`src/rtl/pgr_pkg.sv`:
```
// Package: shared constants and types for the page-range register bank.
// Assumes 32-bit register words; page fields no wider than 16 bits.
package pgr_pkg;
    localparam int unsigned WORD_W   = 32;
    localparam int unsigned END_LSB  = 16;
    localparam logic [1:0]  SIZE_WORD = 2'b10;

    // Decoded verdict of one request.
    typedef struct packed {
        logic mapped;   // offset hits a register
        logic allowed;  // request may touch the register
        logic error;    // request must raise an error pulse
    } verdict_t;
endpackage

```
`src/rtl/pgr_access_filter.sv`:
```
// Access filter: decodes the request offset into a one-hot register select.
// It judges the request against security, privilege, size and lock rules.
// Assumes register 0 is the secure-mark register and registers 1..NREG-1
// are the no-decryption regions at a fixed 4-byte stride.
module pgr_access_filter
    import pgr_pkg::*;
#(
    parameter int unsigned ADDR_W     = 8,
    parameter int unsigned NREG       = 5,
    parameter logic [7:0]  SECM_OFF   = 8'h64,
    parameter logic [7:0]  NODEC_BASE = 8'h70
) (
    input  logic              req_valid,
    input  logic              req_write,
    input  logic [ADDR_W-1:0] req_addr,
    input  logic [1:0]        req_size,
    input  logic              req_secure,
    input  logic              req_priv,
    input  logic              tz_en,
    input  logic              priv_protect,
    input  logic              ob_wlock,
    output logic [NREG-1:0]   sel,
    output verdict_t          verdict
);
    logic [NREG-1:0] hit_off;
    logic            sec_only;
    logic            blocked;
    logic            size_bad;
    logic            lock_bad;

    // Offset comparators, one per register, from the stride rule.
    generate
        for (genvar g = 0; g < NREG; g++) begin : g_dec
            if (g == 0) begin : g_secm
                assign hit_off[g] = (req_addr == ADDR_W'(SECM_OFF));
            end else begin : g_nodec
                assign hit_off[g] = (req_addr == ADDR_W'(NODEC_BASE) + ADDR_W'(4 * (g - 1)));
            end
        end
    endgenerate

    // Security, privilege, size and lock rules.
    always_comb begin
        sec_only = hit_off[0] | ((|hit_off[NREG-1:1]) & tz_en);
        blocked  = (sec_only & ~req_secure) | (priv_protect & ~req_priv);
        size_bad = (req_size != SIZE_WORD);
        lock_bad = req_write & ob_wlock;
        verdict.mapped  = |hit_off;
        verdict.error   = req_valid & (size_bad | (verdict.mapped & (blocked | lock_bad)));
        verdict.allowed = req_valid & verdict.mapped & ~verdict.error;
        sel             = verdict.allowed ? hit_off : '0;
    end
endmodule

```
`src/rtl/pgr_range_reg.sv`:
```
// One page-range register: stores start and end pages, resets to an empty
// range (start all ones, end zero), and flags whether a probe page is inside.
// Assumes the caller qualifies wr_en with the access verdict.
module pgr_range_reg
    import pgr_pkg::*;
#(
    parameter int unsigned PAGE_W = 10
) (
    input  logic              clk,
    input  logic              rst_n,
    input  logic              wr_en,
    input  logic [WORD_W-1:0] wdata,
    input  logic [PAGE_W-1:0] probe_page,
    output logic [PAGE_W-1:0] start_q,
    output logic [PAGE_W-1:0] end_q,
    output logic              hit
);
    // Storage update on an allowed write; reserved bits are never stored.
    always_ff @(posedge clk) begin
        if (!rst_n) begin
            start_q <= '1;
            end_q   <= '0;
        end else if (wr_en) begin
            start_q <= wdata[PAGE_W-1:0];
            end_q   <= wdata[END_LSB +: PAGE_W];
        end
    end

    // Range match; an inverted range can never match.
    always_comb begin
        hit = (start_q <= probe_page) && (probe_page <= end_q);
    end
endmodule

```
`src/rtl/pgr_read_mux.sv`:
```
// Read mux: packs the selected register into the word layout; zero when
// nothing is selected. Assumes a one-hot or empty select.
module pgr_read_mux
    import pgr_pkg::*;
#(
    parameter int unsigned PAGE_W = 10,
    parameter int unsigned NREG   = 5
) (
    input  logic [NREG-1:0]             sel,
    input  logic [NREG-1:0][PAGE_W-1:0] starts,
    input  logic [NREG-1:0][PAGE_W-1:0] ends,
    output logic [WORD_W-1:0]           word
);
    // OR of the masked register words.
    always_comb begin
        word = '0;
        for (int i = 0; i < NREG; i++) begin
            if (sel[i]) begin
                word[PAGE_W-1:0]         = word[PAGE_W-1:0] | starts[i];
                word[END_LSB +: PAGE_W]  = word[END_LSB +: PAGE_W] | ends[i];
            end
        end
    end
endmodule

```
`src/rtl/pgrange_regbank.sv`:
```
// Top: secure page-range register bank. It holds one secure-mark register and
// NUM_NODEC no-decryption registers, filters every request, returns a
// registered read response and error pulse, and gives per-region hits.
// Assumes requests are single-cycle and always accepted.
module pgrange_regbank
    import pgr_pkg::*;
#(
    parameter int unsigned PAGE_W    = 10,
    parameter int unsigned NUM_NODEC = 4,
    parameter int unsigned ADDR_W    = 8
) (
    input  logic                 clk,
    input  logic                 rst_n,
    input  logic                 req_valid,
    output logic                 req_ready,
    input  logic                 req_write,
    input  logic [ADDR_W-1:0]    req_addr,
    input  logic [1:0]           req_size,
    input  logic [31:0]          req_wdata,
    input  logic                 req_secure,
    input  logic                 req_priv,
    input  logic                 tz_en,
    input  logic                 priv_protect,
    input  logic                 ob_wlock,
    output logic                 rd_valid,
    output logic [31:0]          rd_data,
    output logic                 acc_err,
    input  logic [PAGE_W-1:0]    probe_page,
    output logic                 secm_hit,
    output logic [NUM_NODEC-1:0] nodec_hit
);
    localparam int unsigned NREG = NUM_NODEC + 1;

    logic [NREG-1:0]             sel;
    verdict_t                    verdict;
    logic [NREG-1:0][PAGE_W-1:0] reg_start;
    logic [NREG-1:0][PAGE_W-1:0] reg_end;
    logic [NREG-1:0]             reg_hit;
    logic [WORD_W-1:0]           rd_word;
    logic                        is_read;

    assign req_ready = 1'b1;
    assign is_read   = req_valid & ~req_write;

    pgr_access_filter #(
        .ADDR_W (ADDR_W),
        .NREG   (NREG)
    ) u_filter (
        .req_valid    (req_valid),
        .req_write    (req_write),
        .req_addr     (req_addr),
        .req_size     (req_size),
        .req_secure   (req_secure),
        .req_priv     (req_priv),
        .tz_en        (tz_en),
        .priv_protect (priv_protect),
        .ob_wlock     (ob_wlock),
        .sel          (sel),
        .verdict      (verdict)
    );

    generate
        for (genvar g = 0; g < NREG; g++) begin : g_reg
            pgr_range_reg #(.PAGE_W(PAGE_W)) u_reg (
                .clk        (clk),
                .rst_n      (rst_n),
                .wr_en      (sel[g] & req_write),
                .wdata      (req_wdata),
                .probe_page (probe_page),
                .start_q    (reg_start[g]),
                .end_q      (reg_end[g]),
                .hit        (reg_hit[g])
            );
        end
    endgenerate

    pgr_read_mux #(.PAGE_W(PAGE_W), .NREG(NREG)) u_rmux (
        .sel    (sel),
        .starts (reg_start),
        .ends   (reg_end),
        .word   (rd_word)
    );

    assign secm_hit  = reg_hit[0];
    assign nodec_hit = reg_hit[NREG-1:1];

    // Registered response: read valid, read data and error pulse.
    always_ff @(posedge clk) begin
        if (!rst_n) begin
            rd_valid <= 1'b0;
            rd_data  <= '0;
            acc_err  <= 1'b0;
        end else begin
            rd_valid <= is_read;
            rd_data  <= is_read ? rd_word : '0;
            acc_err  <= verdict.error;
        end
    end
endmodule

```
`config.mk`:
```
export PLATFORM = sky130hd
export DESIGN_NAME = pgrange_regbank
export DESIGN_NICKNAME = d
export VERILOG_FILES = /design/src/rtl/pgr_pkg.sv /design/src/rtl/pgr_access_filter.sv /design/src/rtl/pgr_range_reg.sv /design/src/rtl/pgr_read_mux.sv /design/src/rtl/pgrange_regbank.sv
export SDC_FILE = /design/constraint.sdc
export NUM_CORES = 1
export LEC_CHECK = 0
export ABC_AREA = 1
export BUFFER_PORTS_ARGS = -buffer_cell sky130_fd_sc_hd__buf_4
export CAP_MARGIN = 15
export CORE_UTILIZATION = 45
export DETAILED_ROUTE_END_ITERATION = 6
export HOLD_SLACK_MARGIN = 0.05
export PLACE_DENSITY = 0.67
export RECOVER_POWER = 50
export SETUP_SLACK_MARGIN = 0.5
export SYNTH_ARGS = -nofsm -noshare
export SYNTH_HDL_FRONTEND = slang
export SYNTH_HIERARCHICAL = 1
export SYNTH_SLANG_ARGS = --single-unit
```
`constraint.sdc`:
```
create_clock -name clk -period 1.88 [get_ports clk]
set_clock_uncertainty 0.1 [all_clocks]
set_input_delay 0.282 -clock clk [delete_from_list [all_inputs] [get_ports clk]]
set_output_delay 0.282 -clock clk [all_outputs]
set_load 0.05 [all_outputs]
```
* Word-level counts from Yosys, hierarchy flattened
Cells that the tools add are included.
Cells by class: bitwise gates (word level) 30, order comparisons 10, reductions and logical operators 8, muxes and demuxes 11, equality and inequality tests 6
Operator list (number):
- $le A10 B10 Y1 | 10
- $mux W10 | 10
- $or A10 B10 Y10 | 8
- $eq A8 B7 Y1 const B | 5
- $and A1 B1 Y1 | 14
- $logic_and A1 B1 Y1 | 5
- $mux W5 | 1
- $reduce_or A5 Y1 | 1
- $not A1 Y1 | 4
- $or A1 B1 Y1 | 4
- $reduce_or A4 Y1 | 1
- $ne A2 B2 Y1 const B | 1
- $reduce_and A2 Y1 | 1
Storage, ports and cells: output and inout port bits 40, register bits after elaboration 134

* Longest topological paths before layout
depth after elaboration 22, gate-level depth with buffers 17, depth with buffers taken out 16

* Cells and area by module
The synthesis kept the hierarchy.
By module, submodules not included:
- pgr_range_reg | cells an instance 173, seq. area each 400.4 um2, instances 5, area each 1255.0 um2
- pgrange_regbank | cells an instance 118, seq. area each 680.7 um2, instances 1, area each 1064.8 um2
- pgr_read_mux | cells an instance 243, seq. area each 0.0 um2, instances 1, area each 1024.7 um2
- pgr_access_filter | cells an instance 42, seq. area each 0.0 um2, instances 1, area each 193.9 um2

* Worst setup path before layout
Ideal clock, no wire load.
path type input to register, from in req_addr[7], to reg g_reg[0].u_reg.end_q[8], slack 87 ps, required time 1663 ps, stages on the path 13, arrival time 1576 ps, path buffers 1, path through inv_1 -> nand2_1 -> nor2_1 -> nand2_2 -> a21oi_2 -> nand3_2 -> nor2_1 -> nand2_1 -> inv_1 -> inv_2 -> buf_6 -> o21ai_1 -> a21oi_1
Between the ends: longest elaborated chain between the ends 14, elaborated cells between the ends (all ways) 20, classes of those cells eq/ne: 5; mux: 1; bitwise: 12; reduce/logical: 2
Ends and longest elaborated chain:
- start: declaration | line pgrange_regbank.sv:17 | input logic [ADDR_W-1:0] req_addr,
- $eq A8 B7 Y1 | line pgr_access_filter.sv:37 | assign hit_off[g] = (req_addr == ADDR_W'(NODEC_BASE) + ADDR_W'(4 * (g - 1)));
- $reduce_or A4 Y1 | line pgr_access_filter.sv:44 | sec_only = hit_off[0] | ((|hit_off[NREG-1:1]) & tz_en);
- $and A1 B1 Y1 | line pgr_access_filter.sv:44
- $or A1 B1 Y1 | line pgr_access_filter.sv:44
- $and A1 B1 Y1 | line pgr_access_filter.sv:45 | blocked = (sec_only & ~req_secure) | (priv_protect & ~req_priv);
- $or A1 B1 Y1 | line pgr_access_filter.sv:45
- $or A1 B1 Y1 | line pgr_access_filter.sv:49 | verdict.error = req_valid & (size_bad | (verdict.mapped & (blocked | lock_bad)));
- $and A1 B1 Y1 | line pgr_access_filter.sv:49
- $or A1 B1 Y1 | line pgr_access_filter.sv:49
- $and A1 B1 Y1 | line pgr_access_filter.sv:49
- $not A1 Y1 | line pgr_access_filter.sv:50 | verdict.allowed = req_valid & verdict.mapped & ~verdict.error;
- $and A1 B1 Y1 | line pgr_access_filter.sv:50
- $mux W5 (*) | line pgr_access_filter.sv:51 | sel = verdict.allowed ? hit_off : '0;
- via sel[0] | line pgrange_regbank.sv:34 | logic [NREG-1:0] sel;
- $and A1 B1 Y1 (*) | line pgrange_regbank.sv:67 | .wr_en (sel[g] & req_write),
- end signal: assignment | line pgr_range_reg.sv:25 | end_q <= wdata[END_LSB +: PAGE_W];
- end: declaration | line pgr_range_reg.sv:15 | output logic [PAGE_W-1:0] end_q,
Mark *: on every way through the listed nets, which the timed path passes. The rest lies on a longest branch. A chain may end at the register's enable or synchronous reset.

* Final worst setup path
from reg g_reg[1].u_reg.start_q[8], to out nodec_hit[0]
Between the ends: longest elaborated chain between the ends 2
Ends and longest elaborated chain:
- start: declaration | line pgr_range_reg.sv:14 | output logic [PAGE_W-1:0] start_q,
- start signal: assignment | line pgr_range_reg.sv:24 | start_q <= wdata[PAGE_W-1:0];
- $le A10 B10 Y1 | line pgr_range_reg.sv:31 | hit = (start_q <= probe_page) && (probe_page <= end_q);
- $logic_and A1 B1 Y1 | line pgr_range_reg.sv:31
- end: declaration | line pgrange_regbank.sv:30 | output logic [NUM_NODEC-1:0] nodec_hit
No other way between the ends.

==> impl_metrics.toml <==
[clock_network]
clockBufferDepth = 2
insertion_delay_ns = 0.45
cts_buffers = 17
htree_levels = 4
tritoncts = "yes"
cts.sinks = 134
root_buffer = "clkbuf_16"
cts.clk_slew.worst_paths_ns = 0.06

[die]
die-height_um = 140
die_x_um = 140
num_rows = 50
initial_utilization_pct = 45.9
fp.dieArea_um2 = 19600
core-area_um2 = 18600
boundaryPins = 101

[critical_path]
cp.required_ns = 1.50
r2r-end = "g_reg[4].u_reg/end_q[0]"
crit_start = "g_reg[1].u_reg/start_q[8]"
worstSetupStartpointType = "flip-flop"
crit_arrival_ns = 2.32
r2r_cells = 2
crit_type = "reg2out"
rr_startpoint = "g_reg[4].u_reg/end_q[0]"
r2r_slack_ns = 0.59
path_max_fanout = 3
critPathCaptureType = "output pin"

[global_routing]
grt_pass1_vias = 8662
antenna_found_initial = 0
grt_max_degree = 74
grt_overflow_total = 0
grt_pass1_wl_mm = 45.4
track_usage_pct = 30.1

[power]
vdd_drop_max_mv = 0.639
power_density_nw_per_um2 = 537
leakagePower_nw = 6.55

[route]
viasPerCell = 5.82
remaining_drc_errors = 1
drt-total-wl_mm = 38.1
first_iter_violations = 1169
via_count = 9902
avgRoutedWirePerCell_um = 22.4
first_pass_iters = 7
ant_nets = 0

[sta]
drv_slew = 0
worst_pin_slew_ns = 1.14
setup_viol = 121
max_freq_mhz = 370
period_needed_ns = 2.70
slew_headroom_pct = 23.5
hold_viol = 0
fin_ws_ns = -0.825
fin_setup_tns_ns = -22.79
finalCritPeriodShare_pct = 144
rsz0062_at_grt = "yes"

[place]
postPlaceCellArea_um2 = 10300
dpl.hpwl_mm = 16.8
io_buffers = 87
dp.cells = 1593
gp_congestion = 0.827

[min_path]
min_path_type = "in2reg"
min_from = "req_wdata[18]"
hold_depth = 3
hold-path-endpoint = "g_reg[2].u_reg/end_q[2]"

[layout]
fill_cells = 1085
n_antenna_cell = 0
stdcell_count = 1702
final_net_count = 1617
drive_gt1_share_pct = 52.0
seq_area_um2 = 2780
fin_util_pct = 75.7
areaGrowthSynthToFinish_pct = 64.9
multi_input_area_um2 = 6890
finalInstanceArea_um2 = 14100

[status]
violations = "design-rule violations, negative setup slack"
status = "finished with violations"

[logic_synthesis]
syn_area_um2 = 8550
synth_warnings = 6
synth_area_per_cell_um2 = 6.75
syn_inst = 1267

[run]
drv_cap = 0
-- per-layer routing --
metal / track usage (%) / wire length (um)
met1: 37.7 / 13900
met2: 49.5 / 17200
met3: 5.88 / 4160
met4: 14.7 / 2790
met5: 0 / 0
-- power by group --
group	internal, W	leakage, nW	total (W)	switching [W]
combinational	0.000453	5.17	0.00118	0.000727
sequential	0.00284	1.09	0.00284	0.00000197
clock	0.00211	0.285	0.00355	0.00144
total	0.00541	6.55	0.00757	0.00216
-- worst max-delay path by stage --
stage	end	cells after the start
2_1_floorplan	g_reg[4].u_reg/end_q[8]	13
3_3_place_gp	g_reg[0].u_reg/end_q[2]	13
3_5_place_dp	g_reg[0].u_reg/end_q[1]	13
4_1_cts	nodec_hit[3]	12
5_1_grt	nodec_hit[0]	9
6_report	nodec_hit[0]	9
-- cells in the final DEF, fill, tap and decap left out, types with 8 or more instances in the layout --
cell,instances
inv_2,58
nand2_4,74
inv_1,180
dlygate4sd3_1,11
o21ai_2,19
ha_1,46
buf_4,76
dfxtp_1,70
clkbuf_1,35
nor2_4,28
buf_6,28
a21oi_2,41
ha_4,54
nor2_1,40
nor2_2,27
clkbuf_16,19
buf_16,11
dfxtp_2,59
conb_1,13
nand4_1,14
buf_12,27
nand2_2,109
nand2_1,229
o21ai_4,24
nand3_1,19
a21oi_1,24
nand3_2,48
buf_8,10
clkinvlp_4,8
-- flip-flops by register name, indices dropped and copies added, names as in the netlist --
signal	count
g.u_reg/end_q	50
g.u_reg/start_q	50
rd_data	32
acc_err	1
rd_valid	1
-- cell type report --
| type | count | area share, % |
|---|---|---|
| Clock buffer | 19 | 3.14 |
| Multi-Input combinational cell | 835 | 48.9 |
| Inverter | 258 | 8.22 |
| Timing Repair inverter | 10 | 1.34 |
| Sequential cell | 134 | 19.7 |
| Tap cell | 234 | 2.08 |
| Timing Repair Buffer | 200 | 15.6 |
| Clock inverter | 12 | 1.09 |
-- worst max-delay path, stage by stage (launching register included) --
cell        delay [ns]
dfxtp_1           0.43
ha_1              0.29
nand2_2           0.11
a21oi_1           0.06
nor2_1            0.37
nand3_2           0.20
nand2_2           0.13
nand2_4           0.07
clkinvlp_4        0.09
buf_8             0.14
-- metrics by stage --
stage	setup slack, ns	power (W)	hold slack [ns]
floorplan	0.121	0.00341	0.275
global placement	-0.218	0.00373	0.349
detailed placement	-0.262	0.00375	0.352
CTS	-0.368	0.00730	0.0701
global route	-0.937	0.00777	0.102
finish	-0.825	0.00757	0.0955
-- repair_timing --
action | in CTS | in global routing
pin swaps | 123 | 86
buffers inserted | 27 | 16
gates cloned | 21 | 3
hold buffers | 11 | 0
resized for setup | 333 | 316
endpoints found under the hold margin | 40 | 0
setup endpoints to repair | 125 | 125
Power figures use the tool's default switching activity.
